$ cat src/rtl/simd_pkg.sv
package simd_pkg;

    localparam int BYTE_W = 8;

    typedef enum logic [1:0] {
        LANE_8  = 2'b00,
        LANE_16 = 2'b01,
        LANE_32 = 2'b10,
        LANE_64 = 2'b11
    } lane_mode_e;

    // Out-of-range request for one lane: above the maximum or below the minimum.
    typedef struct packed {
        logic above;
        logic below;
    } clamp_req_t;

    // Operation controls shared by all lanes.
    typedef struct packed {
        logic sub;
        logic is_signed;
        logic sat;
    } op_ctl_t;

    // Number of bytes in a lane, minus one, as a mask.
    function automatic int unsigned span_mask(lane_mode_e m);
        return (32'd1 << int'(m)) - 32'd1;
    endfunction

    // Byte index of the most significant byte of the lane that holds byte idx.
    function automatic int unsigned lane_msb_byte(int unsigned idx, lane_mode_e m,
                                                  int unsigned nb);
        int unsigned r;
        r = idx | span_mask(m);
        if (r > nb - 1) r = nb - 1;
        return r;
    endfunction

    function automatic logic byte_opens_lane(int unsigned idx, lane_mode_e m);
        return (idx & span_mask(m)) == 0;
    endfunction

    function automatic logic byte_closes_lane(int unsigned idx, lane_mode_e m,
                                              int unsigned nb);
        return lane_msb_byte(idx, m, nb) == idx;
    endfunction

endpackage

$ cat src/rtl/simd_lane_ctl.sv
module simd_lane_ctl
    import simd_pkg::*;
#(
    parameter int NUM_BYTES = 8
) (
    input  lane_mode_e             mode_i,
    output logic [NUM_BYTES-1:0]   first_o,
    output logic [NUM_BYTES-1:0]   last_o
);
    for (genvar i = 0; i < NUM_BYTES; i++) begin : g_byte
        always_comb begin
            first_o[i] = byte_opens_lane(i, mode_i);
            last_o[i]  = byte_closes_lane(i, mode_i, NUM_BYTES);
        end
    end
endmodule

$ cat src/rtl/simd_lane_spread.sv
module simd_lane_spread
    import simd_pkg::*;
#(
    parameter int NUM_BYTES = 8,
    localparam int IDXW = (NUM_BYTES > 1) ? $clog2(NUM_BYTES) : 1
) (
    input  lane_mode_e             mode_i,
    input  logic [NUM_BYTES-1:0]   msb_flag_i,
    output logic [NUM_BYTES-1:0]   spread_o
);
    // Each byte takes the flag computed at the top byte of its own lane.
    for (genvar i = 0; i < NUM_BYTES; i++) begin : g_byte
        always_comb begin
            spread_o[i] = msb_flag_i[IDXW'(lane_msb_byte(i, mode_i, NUM_BYTES))];
        end
    end
endmodule

$ cat src/rtl/simd_byte_add.sv
module simd_byte_add
    import simd_pkg::*;
(
    input  logic [BYTE_W-1:0] a_i,
    input  logic [BYTE_W-1:0] b_i,
    input  logic              sub_i,
    input  logic              cin_i,
    output logic [BYTE_W-1:0] sum_o,
    output logic              c_msb_o,
    output logic              cout_o
);
    logic [BYTE_W-1:0] bx;
    logic [BYTE_W-1:0] low;
    logic              s_msb;

    assign bx = b_i ^ {BYTE_W{sub_i}};
    // Lower bits plus carry; the top bit of low is the carry into the msb.
    assign low = {1'b0, a_i[BYTE_W-2:0]} + {1'b0, bx[BYTE_W-2:0]}
               + {{(BYTE_W-1){1'b0}}, cin_i};
    assign c_msb_o = low[BYTE_W-1];
    assign {cout_o, s_msb} = {1'b0, a_i[BYTE_W-1]} + {1'b0, bx[BYTE_W-1]}
                           + {1'b0, low[BYTE_W-1]};
    assign sum_o = {s_msb, low[BYTE_W-2:0]};
endmodule

$ cat src/rtl/simd_byte_clamp.sv
module simd_byte_clamp
    import simd_pkg::*;
(
    input  logic [BYTE_W-1:0] raw_i,
    input  clamp_req_t        req_i,
    input  op_ctl_t           ctl_i,
    input  logic              lane_msb_i,
    output logic [BYTE_W-1:0] byte_o
);
    localparam logic [BYTE_W-1:0] ONES = '1;
    localparam logic [BYTE_W-1:0] SMAX = {1'b0, {(BYTE_W-1){1'b1}}};
    localparam logic [BYTE_W-1:0] SMIN = {1'b1, {(BYTE_W-1){1'b0}}};

    always_comb begin
        byte_o = raw_i;
        if (ctl_i.sat && req_i.above) begin
            byte_o = (ctl_i.is_signed && lane_msb_i) ? SMAX : ONES;
        end else if (ctl_i.sat && req_i.below) begin
            byte_o = (ctl_i.is_signed && lane_msb_i) ? SMIN : '0;
        end
    end
endmodule

$ cat src/rtl/simd_sat_adder.sv
module simd_sat_adder
    import simd_pkg::*;
#(
    parameter int  NUM_BYTES = 8,
    parameter bit  OUT_REG   = 1'b1,
    localparam int DW        = NUM_BYTES * BYTE_W
) (
    input  logic                 clk,
    input  logic                 rst,
    input  logic [DW-1:0]        a_i,
    input  logic [DW-1:0]        b_i,
    input  logic [1:0]           mode_i,
    input  logic                 sub_i,
    input  logic                 signed_i,
    input  logic                 sat_i,
    output logic [DW-1:0]        sum_o,
    output logic [NUM_BYTES-1:0] ovf_o
);
    lane_mode_e             mode;
    op_ctl_t                ctl;
    logic [NUM_BYTES-1:0]   first, last;
    logic [NUM_BYTES-1:0]   cin, cout, c_msb;
    logic [NUM_BYTES-1:0]   above_top, below_top, above_b, below_b;
    logic [DW-1:0]          raw, res_d;
    logic [NUM_BYTES-1:0]   ovf_d;

    assign mode = lane_mode_e'(mode_i);
    assign ctl  = '{sub: sub_i, is_signed: signed_i, sat: sat_i};

    simd_lane_ctl #(.NUM_BYTES(NUM_BYTES)) u_ctl (
        .mode_i (mode),
        .first_o(first),
        .last_o (last)
    );

    for (genvar i = 0; i < NUM_BYTES; i++) begin : g_lane_byte
        localparam int LO = i * BYTE_W;
        localparam int HI = LO + BYTE_W - 1;

        // Carry chain cut: a byte that opens a lane takes the op's carry-in.
        if (i == 0) begin : g_c0
            assign cin[i] = ctl.sub;
        end else begin : g_cn
            assign cin[i] = first[i] ? ctl.sub : cout[i-1];
        end

        simd_byte_add u_add (
            .a_i    (a_i[HI:LO]),
            .b_i    (b_i[HI:LO]),
            .sub_i  (ctl.sub),
            .cin_i  (cin[i]),
            .sum_o  (raw[HI:LO]),
            .c_msb_o(c_msb[i]),
            .cout_o (cout[i])
        );

        // Range test as if this byte were the top of its lane.
        assign above_top[i] = ctl.is_signed
                            ? ((c_msb[i] ^ cout[i]) & ~a_i[HI])
                            : (cout[i] & ~ctl.sub);
        assign below_top[i] = ctl.is_signed
                            ? ((c_msb[i] ^ cout[i]) & a_i[HI])
                            : (~cout[i] & ctl.sub);
    end

    simd_lane_spread #(.NUM_BYTES(NUM_BYTES)) u_spread_hi (
        .mode_i    (mode),
        .msb_flag_i(above_top),
        .spread_o  (above_b)
    );

    simd_lane_spread #(.NUM_BYTES(NUM_BYTES)) u_spread_lo (
        .mode_i    (mode),
        .msb_flag_i(below_top),
        .spread_o  (below_b)
    );

    for (genvar i = 0; i < NUM_BYTES; i++) begin : g_clamp
        localparam int LO = i * BYTE_W;
        localparam int HI = LO + BYTE_W - 1;
        clamp_req_t req;
        assign req = '{above: above_b[i], below: below_b[i]};

        simd_byte_clamp u_clamp (
            .raw_i     (raw[HI:LO]),
            .req_i     (req),
            .ctl_i     (ctl),
            .lane_msb_i(last[i]),
            .byte_o    (res_d[HI:LO])
        );
        assign ovf_d[i] = above_b[i] | below_b[i];
    end

    if (OUT_REG) begin : g_reg
        always_ff @(posedge clk) begin
            if (rst) begin
                sum_o <= '0;
                ovf_o <= '0;
            end else begin
                sum_o <= res_d;
                ovf_o <= ovf_d;
            end
        end
    end else begin : g_comb
        assign sum_o = res_d;
        assign ovf_o = ovf_d;
    end
endmodule

$ cat config.mk
export PLATFORM = sky130hd
export DESIGN_NAME = simd_sat_adder
export DESIGN_NICKNAME = d
export VERILOG_FILES = /design/src/rtl/simd_pkg.sv /design/src/rtl/simd_lane_ctl.sv /design/src/rtl/simd_lane_spread.sv /design/src/rtl/simd_byte_add.sv /design/src/rtl/simd_byte_clamp.sv /design/src/rtl/simd_sat_adder.sv
export SDC_FILE = /design/constraint.sdc
export NUM_CORES = 1
export LEC_CHECK = 0
export BUFFER_PORTS_ARGS = -buffer_cell sky130_fd_sc_hd__buf_2
export CAP_MARGIN = 20
export CORE_ASPECT_RATIO = 2
export CORE_UTILIZATION = 30
export DETAILED_ROUTE_END_ITERATION = 10
export HOLD_SLACK_MARGIN = 0.06
export PLACE_DENSITY_LB_ADDON = 0.25
export SLEW_MARGIN = 20
export SYNTH_ARGS = -nofsm -noshare
export SYNTH_HDL_FRONTEND = slang
export SYNTH_SLANG_ARGS = --single-unit
export TNS_END_PERCENT = 1
$ cat constraint.sdc
create_clock -name clk -period 36.9 [get_ports clk]
set_input_delay 7.38 -clock clk [delete_from_list [all_inputs] [get_ports clk]]
set_output_delay 7.38 -clock clk [all_outputs]
set_load 0.01 [all_outputs]
# Word level (Yosys, flattened, before mapping)
# Cells that the tools add are included.
[totals]
register_bits = 72
in_bits = 135
output_inout_bits = 72
word_cells = 259
[classes]
n_addsub = 33
order_cmp = 16
n_eq_ne = 7
shift = 1
n_mux = 95
bitwise = 73
reduce_logical = 32
[op_table]
columns = ["cell", "count"]
rows = [
  ["$gt 32x3->1 const B", 8],
  ["$logic_not 32->1", 8],
  ["$mux 32", 8],
  ["$mux 8", 32],
  ["$eq 32x3->1 const B", 4],
  ["$add 7x7->8", 8],
  ["$add 8x1->8", 8],
  ["$eq 32x2->1 const B", 2],
  ["$xor 8x8->8", 8],
  ["$bmux 1 s3", 16],
  ["$mux 1", 39],
  ["$and 1x1->1", 32],
  ["$eq 32x1->1 const B", 1],
  ["$lt 3x4->1 const B", 8],
  ["$shl 1x2->32 const A", 1],
  ["$sub 32x1->32 const B", 1],
  ["$logic_and 1x1->1", 24],
  ["$not 1->1", 17],
  ["$add 1x1->2", 8],
  ["$add 2x1->2", 8],
  ["$or 1x1->1", 8],
  ["$xor 1x1->1", 8],
]

# Logic depth before layout (Yosys ltp)
# Gate-level depths: netlist (run 1).
[depth]
depth_word = 33
ltp_mapped = 63
mapped_depth_nobuf = 59

# Modules after synthesis
# Synthesis (run 1) repeated with hierarchy kept, for this count alone.
[unflattened]
cells_unflattened = 773
hier_area_um2 = 6870.3
[modules_own_cells]
columns = ["module", "instances", "cells_each", "area_per_inst_um2", "seq_area_each_um2"]
rows = [
  ["simd_sat_adder", 1, 213, 2421.1, 1441.4],
  ["simd_byte_add (g_lane_byte[0].u_add ...)", 4, 46, 392.9, 0.0],
  ["simd_byte_add (g_lane_byte[3].u_add ...)", 3, 45, 377.9, 0.0],
  ["simd_byte_clamp", 8, 16, 107.6, 0.0],
  ["simd_byte_add (g_lane_byte[7].u_add)", 1, 45, 376.6, 0.0],
  ["simd_lane_spread", 2, 24, 185.2, 0.0],
  ["simd_lane_ctl", 1, 20, 136.4, 0.0],
]

# Worst setup path after synthesis (run 1)
# No wires, ideal clock.
[synth_timing]
path_kind = "in2reg"
start = "in sub_i"
end = "reg sum_o[47]"
setup_time_ns = 0.132
t_arrival_ns = 21.478
required_time_ns = 36.768
slack_ns = 15.290
path_stages = 62
path_cell_list = "clkbuf_1 > clkbuf_1 > clkbuf_1 > xor2_1 > ha_1 > nand3_1 > o2111ai_1 > a21o_1 > a21oi_1 > fa_1 > a21oi_1 > fa_1 > a211o_1 > o211ai_1 > o2bb2ai_1 > fa_1 > mux2i_1 > fa_1 > (+26 left out) > nand4b_1 > and3_1 > or2_2 > fa_1 > a21o_1 > fa_1 > nor2b_1 > o31a_1 > o21a_1 > inv_1 > fa_1 > or3_1 > o221ai_1 > nor2_1 > a211oi_1 > nor2_1 > a22oi_1 > a21oi_1"
[synth_between]
elab_chain_cells = 33
[synth_rtl]
columns = ["item", "line_no", "source"]
rows = [
  ["from (decl)", "simd_sat_adder.sv:13", "input logic sub_i,"],
  ["$xor 8x8->8", "simd_byte_add.sv:16", "assign bx = b_i ^ {BYTE_W{sub_i}};"],
  ["$add 7x7->8", "simd_byte_add.sv:18", "assign low = {1'b0, a_i[BYTE_W-2:0]} + {1'b0, bx[BYTE_W-2:0]}"],
  ["$add 8x1->8", "simd_byte_add.sv:19", "+ {{(BYTE_W-1){1'b0}}, cin_i};"],
  ["$add 2x1->2", "simd_byte_add.sv:22", "+ {1'b0, low[BYTE_W-1]};"],
  ["$mux 1", "simd_sat_adder.sv:44", "assign cin[i] = first[i] ? ctl.sub : cout[i-1];"],
  ["$add 8x1->8", "simd_byte_add.sv:19", ""],
  ["$add 2x1->2", "simd_byte_add.sv:22", ""],
  ["$mux 1", "simd_sat_adder.sv:44", ""],
  ["(+17 left out)", "-", ""],
  ["$xor 1x1->1 or $not 1->1 (tied branches)", "simd_sat_adder.sv:59, simd_sat_adder.sv:62, simd_sat_adder.sv:63", ""],
  ["$and 1x1->1, on equally long branches", "simd_sat_adder.sv:62, simd_sat_adder.sv:63", ""],
  ["$mux 1", "simd_sat_adder.sv:62", "? ((c_msb[i] ^ cout[i]) & a_i[HI])"],
  ["$bmux 1 s3", "simd_lane_spread.sv:14", "spread_o[i] = msb_flag_i[IDXW'(lane_msb_byte(i, mode_i, NUM_BYTES))];"],
  ["$mux 1 (implied by the code)", "simd_lane_spread.sv:14", ""],
  ["$logic_and 1x1->1", "simd_byte_clamp.sv:18", "end else if (ctl_i.sat && req_i.below) begin"],
  ["$mux 8", "simd_byte_clamp.sv:18", ""],
  ["$mux 8 *", "simd_byte_clamp.sv:16", "if (ctl_i.sat && req_i.above) begin"],
  ["to (signal assigned)", "simd_sat_adder.sv:100", "sum_o <= res_d;"],
  ["to (decl)", "simd_sat_adder.sv:16", "output logic [DW-1:0] sum_o,"],
]
# Every way passes the cells marked *; elsewhere a longest branch is shown, timed or not. The select of a mux whose other input is x is not followed.
# A chain may end at the register's enable or synchronous reset.

# Worst setup path in the final report (run 1)
[layout_timing]
start = "in sub_i"
end = "reg sum_o[39]"
# The elaborated chain is that of the path after synthesis.

==> results of run 1 <==
==> per-stage QoR <==
step,std cells,power (mW),hold slack (ns),utilization (%),setup slack (ns)
floorplan,737,0.205,7.63,-,15.29
global placement,1180,0.254,7.78,37.1,13.88
detailed placement,1180,0.255,7.77,37.1,13.35
CTS,1196,0.350,7.42,38.7,13.64
global route,1201,0.372,7.44,38.8,12.80
finish,1201,0.347,7.43,38.8,13.97
==> registers in the layout, indices dropped and copies added (netlist names) <==
| signal | count |
|---|---|
| sum_o | 64 |
| ovf_o | 8 |
==> logic make-up after synthesis <==
logic type                 after synthesis
AOI/OAI and AO/OA                      228
and+or+nand+nor                        197
xor gates and xnor gates               102
adders and majority gates               73
DFF                                     72
buffers and inverters                   61
muxes                                    4
==> layout by cell type (no fill, tap or decap), drive strengths merged, types with 4 or more instances in the layout <==
cell | netlist | routed
a2111o | 4 | 4
nor2 | 69 | 69
a311oi | 5 | 5
nor3 | 5 | 5
nand2 | 68 | 68
dfxtp | 72 | 72
inv | 32 | 32
o21ai | 19 | 19
a211oi | 8 | 8
a211o | 4 | 4
fa | 23 | 23
xnor2 | 31 | 31
o21a | 12 | 12
o22ai | 4 | 4
buf | 5 | 209
a21oi | 85 | 85
o21bai | 4 | 4
a31oi | 5 | 5
or3 | 4 | 4
or2 | 4 | 4
o2111ai | 4 | 4
ha | 49 | 49
clkbuf | 23 | 14
nor2b | 4 | 4
nand2b | 11 | 11
diode | 0 | 5
xor2 | 71 | 71
a21o | 36 | 36
o211ai | 9 | 9
and3 | 4 | 4
nand3 | 16 | 16
==> power groups by stage <==
stage               sequential (mW)  combinational, mW  clock, mW
floorplan                     0.107             0.0976          0
global placement             0.0998              0.154          0
detailed placement           0.0996              0.155          0
CTS                          0.0981              0.156     0.0965
global route                 0.0991              0.173     0.0996
finish                       0.0976              0.155     0.0942
==> area by class of cell <==
class	count	area share, %
multi-input combinational	604	57.6
sequential	72	18.6
timing repair buffer	209	13.7
tap	262	4.24
clock buffer	14	3.67
inverter	33	1.60
clock inverter	2	0.453
antenna	5	0.162
==> worst paths after layout <==
check	start	endpoint	slack (ns)	depth (start not counted)
max	sub_i	sum_o[39]$_SDFF_PP0_	13.97	59
min	a_i[0]	sum_o[0]$_SDFF_PP0_	7.43	3
==> synthesized netlist by cell type (5+ instances only) <==
library cell,n
nor2_1,69
nor3_1,5
ha_1,49
a21o_1,33
nand3_1,15
clkbuf_1,23
a311oi_1,5
dfxtp_1,72
o21a_1,12
nand2_1,68
inv_1,32
a211oi_1,6
fa_1,23
a21oi_1,85
o21ai_0,17
nand2b_1,11
xnor2_1,31
o211ai_1,9
xor2_1,71
a31oi_1,5
==> metal layers <==
| layer | track usage (%) | share of wire (%) | up-vias |
|---|---|---|---|
| met4 | 11.1 | 4.2 | 0 |
| met5 | 0 | 0 | - |
| met2 | 37.8 | 56 | 209 |
| met3 | 2.19 | 4.3 | 42 |
| met1 | 19.1 | 35 | 2843 |
| li1 | - | - | 2992 |
==> results.py, run 1 <==
metrics = {
    "drt": {
        "firstDrtPassIters": 5,
        "ant_nets": 0,
        "vias": 6086,
        "drc": 0,
        "wire_per_inst_um": 16.8,
        "routed_via_density": 5.07,
        "routed_wl_um": 20200,
        "drt_iter0_drc": 313,
    },
    "logic_synthesis": {
        "synth-simple-area-share_pct": 14.5,
        "ys_seq_area_share_pct": 23.5,
        "synth_adder_area_share_pct": 17.7,
        "synth_warnings": 0,
        "synth_top_area_share_pct": 23.5,
        "ys_ff_latch": 72,
        "syn_nets": 944,
        "synth-edff-count": 0,
        "yosys_most_used_dff": "dfxtp_1",
        "synth_top_family_by_area": "compound AO/OA/AOI/OAI gates",
        "synth_xor_area_share_pct": 14.6,
        "synthMuxAreaShare_pct": 0.756,
        "synth.avg_cell_area_um2": 8.31,
        "synth-compound-area-share_pct": 25.0,
        "ys_types": 68,
        "synth.area.top_cells": "dfxtp_1, xor2_1, ha_1",
        "syn_inst": 737,
        "synthArstFlopShare_pct": 0,
        "synth_area_mm2": 0.00612,
        "synth_top_area_cell": "dfxtp_1",
    },
    "floorplan": {
        "die_h_um": 204,
        "fp-row-count": 73,
        "start_util_pct": 30.7,
        "die-area_mm2": 0.0210,
        "io_pins": 207,
        "core_area_mm2": 0.0199,
        "die_w_um": 103,
    },
    "clock_network": {
        "cts-root-buf": "clkbuf_16",
        "clock-sinks": 72,
        "cts_inserted_buffers": 9,
        "cts_tree": "yes",
        "cts_setup_buffers": 0,
        "cts_hold_buf": 0,
        "path_clk_slew_ns": 0.06,
        "htree_levels": 3,
        "cts_buffer_depth": 2,
        "post_cts_resized": 0,
    },
    "pwr": {
        "clockPowerShare_pct": 27.2,
        "ir_worst_vdd_uv": 17.8,
        "p_per_area_mw_per_mm2": 44.9,
        "p_switching_uw": 126,
        "combPwrFrac_pct": 44.7,
        "p_sw_share_pct": 36.4,
        "p_leak_nw": 3.82,
        "seq_power_share_pct": 28.1,
        "power.internal_uw": 221,
    },
    "timing": {
        "slew_headroom_pct": 51.9,
        "rsz0062_at_grt": "false",
        "final-setup-viol-count": 0,
        "finalCritPeriodShare_pct": 62.1,
        "hold_violations": 0,
        "clock.fmax_mhz": 43.6,
        "period_needed_ns": 22.93,
        "finalMaxSlewViolations": 0,
        "finalSetupTns_ns": 0,
        "worst_pin_slew_ns": 0.715,
    },
    "placed_design": {
        "placed_cell_area_mm2": 0.00739,
        "place_hpwl_um": 16300,
        "gp_congestion": 0.915,
        "port_buffers": 206,
    },
    "layout": {
        "areaGrowthSynthToFinish_pct": 26.3,
        "drive_gt1_share_pct": 26.0,
        "final_area_mm2": 0.00773,
        "fin_nets": 1136,
        "regArea_mm2": 0.00144,
        "multiInputGateArea_mm2": 0.00445,
        "nFillCells": 2181,
    },
    "grt": {
        "grt_pass1_vias": 6060,
        "grt_use_total_pct": 19.5,
        "overflow": 0,
        "antenna_found_initial": 5,
        "grt_max_degree": 64,
        "grt_pass1_wl_um": 30600,
    },
    "critical_path": {
        "cpMostUsedCell": "fa_1",
        "cpPeakStageDelay_ns": 0.64,
        "cp-end-kind": "flip-flop",
        "cpMaxStageDelayCell": "buf_4",
        "crit_fanout": 40,
        "cp.arrival_ns": 23.17,
        "cpLargestDelayFamily": "adder cells",
        "worstSetupPathType": "in2reg",
        "required_ns": 37.14,
        "startpoint_type": "input pin",
        "crit_buf_inv": 4,
    },
    "min_path": {
        "hold_path.class": "in2reg",
    },
    "status": {
        "status": "finished, final reports clean",
    },
    "flow_run": {
        "cap_violations": 0,
    },
}
No activity file was read; power rests on OpenSTA's default activity.
==> inputs of run 2 (changes only) <==
- clock period: 36.9 -> 20.1 ns (I/O delays scaled with it)
==> run 2 against run 1 <==
Sequential share of layout area is 0.076 points higher. Sequential power is 83% higher. Critical path depth stayed put. Core utilization is 0.16 points lower. Clock-buffer cell count stayed put. Global-route usage is 0.18 points higher. Combinational power is 84% higher. Cell count stayed put. First-iteration DRC count is 27% lower. Critical path type unchanged. Highest routed layer unchanged.
==> results.py, run 2 (synthesized netlist as in run 1, its figures left out) <==
metrics = {
    "grt": {
        "grt_max_degree": 64,
        "grt_pass1_vias": 6199,
        "antenna_found_initial": 5,
        "grt_pass1_wl_um": 30600,
        "overflow": 0,
        "grt_use_total_pct": 19.7,
    },
    "layout": {
        "reg_top3": "sum_o x64, ovf_o x8",
        "fin_nets": 1138,
        "finalNonFillerCells": 1201,
        "final_common_cell": "buf_2",
        "final_util_pct": 38.7,
        "largest_register_ff_count": 64,
        "final_cell_mix": "buf_2, a21oi_1, dfxtp_1, xor2_1, nor2_1",
        "drive_gt1_share_pct": 25.8,
        "largest-register": "sum_o",
        "nFillCells": 2174,
        "final_area_mm2": 0.00770,
        "areaGrowthSynthToFinish_pct": 25.8,
    },
    "timing": {
        "worst_pin_slew_ns": 0.727,
        "finalSetupTns_ns": 0,
        "holdWs_ns": 4.04,
        "finalMaxSlewViolations": 0,
        "final-setup-viol-count": 0,
        "rsz0062_at_grt": "false",
        "finalCritPeriodShare_pct": 93.7,
        "period_needed_ns": 18.84,
        "worst_slack_ns": 1.26,
        "slew_headroom_pct": 51.5,
        "clock.fmax_mhz": 53.1,
        "hold_violations": 0,
    },
    "drt": {
        "wire_per_inst_um": 16.7,
        "vias": 6052,
        "ant_nets": 0,
        "routed_via_density": 5.04,
        "drt_iter0_drc": 229,
        "drc": 0,
        "firstDrtPassIters": 5,
        "routed_wl_um": 20100,
    },
    "pwr": {
        "p_per_area_mw_per_mm2": 80.4,
        "ir_worst_vdd_uv": 36.1,
        "power_uw": 619,
        "p_leak_nw": 3.81,
    },
    "floorplan": {
        "io_pins": 207,
        "start_util_pct": 30.7,
        "die_w_um": 103,
        "die-area_mm2": 0.0210,
        "core_area_mm2": 0.0199,
        "die_h_um": 204,
        "fp-row-count": 73,
    },
    "critical_path": {
        "cpPeakStageDelay_ns": 0.53,
        "crit_fanout": 32,
        "cp.arrival_ns": 19.11,
        "cp-end-kind": "flip-flop",
        "cpMaxStageDelayCell": "nor4_2",
        "required_ns": 20.37,
        "startpoint_type": "input pin",
        "worstSetupPathType": "in2reg",
        "cpMostUsedCell": "fa_1",
    },
    "status": {
        "status": "finished, final reports clean",
    },
    "clock_network": {
        "clock-sinks": 72,
        "cts_tree": "yes",
        "cts_inserted_buffers": 9,
        "htree_levels": 3,
        "cts_setup_buffers": 0,
        "cts_buffer_depth": 2,
        "cts-root-buf": "clkbuf_16",
        "path_clk_slew_ns": 0.06,
    },
    "placed_design": {
        "port_buffers": 206,
        "gp_congestion": 0.929,
        "placed_cells": 1182,
        "place_hpwl_um": 16300,
        "dp_slack_ns": 0.632,
        "placed_cell_area_mm2": 0.00741,
    },
    "flow_run": {
        "cap_violations": 0,
    },
    "min_path": {
        "hold_path.class": "in2reg",
    },
}
-- run 2: final timing paths --
path,slack [ns],depth (start not counted),to,from
max,1.26,59,sum_o[15]$_SDFF_PP0_,sub_i
min,4.04,3,sum_o[0]$_SDFF_PP0_,a_i[0]
-- run 2: layer usage --
layer | share of wire, % | up-vias | GRT usage, %
met1 | 34 | 2786 | 18.4
li1 | - | 2994 | -
met5 | 0 | - | 0
met3 | 5.4 | 55 | 3.42
met2 | 56 | 217 | 37.3
met4 | 5.0 | 0 | 12.9
-- run 2: what timing repair did --
item	CTS	global route
setup endpoints to repair	0	1
gates resized for setup	0	1
hold buffers	0	0
endpoints found under the hold margin	0	0
-- run 2: layout make-up --
cell class	instances	area, um^2	share of cell area, %
multi-input combinational	604	4440	57.7
sequential	72	1440	18.7
timing repair buffer	211	1070	14.0
tap	262	328	4.26
clock buffer	14	274	3.56
inverter	33	124	1.61
antenna	5	12.5	0.163
-- run 2: worst max-delay path: cells and delay by family --
family | cells | cell delay [ns]
buffers and inverters | 4 | 0.65
xor gates and xnor gates | 1 | 0.13
adders and majority gates | 16 | 6.17
AOI/OAI and AO/OA | 26 | 4.90
muxes | 2 | 0.55
and+or+nand+nor | 10 | 2.69
-- run 2: power by group --
| part | internal [mW] | switching, mW |
|---|---|---|
| Sequential | 0.171 | 0.00749 |
| Clock | 0.0924 | 0.0624 |
| Combinational | 0.125 | 0.161 |
| Total | 0.388 | 0.231 |
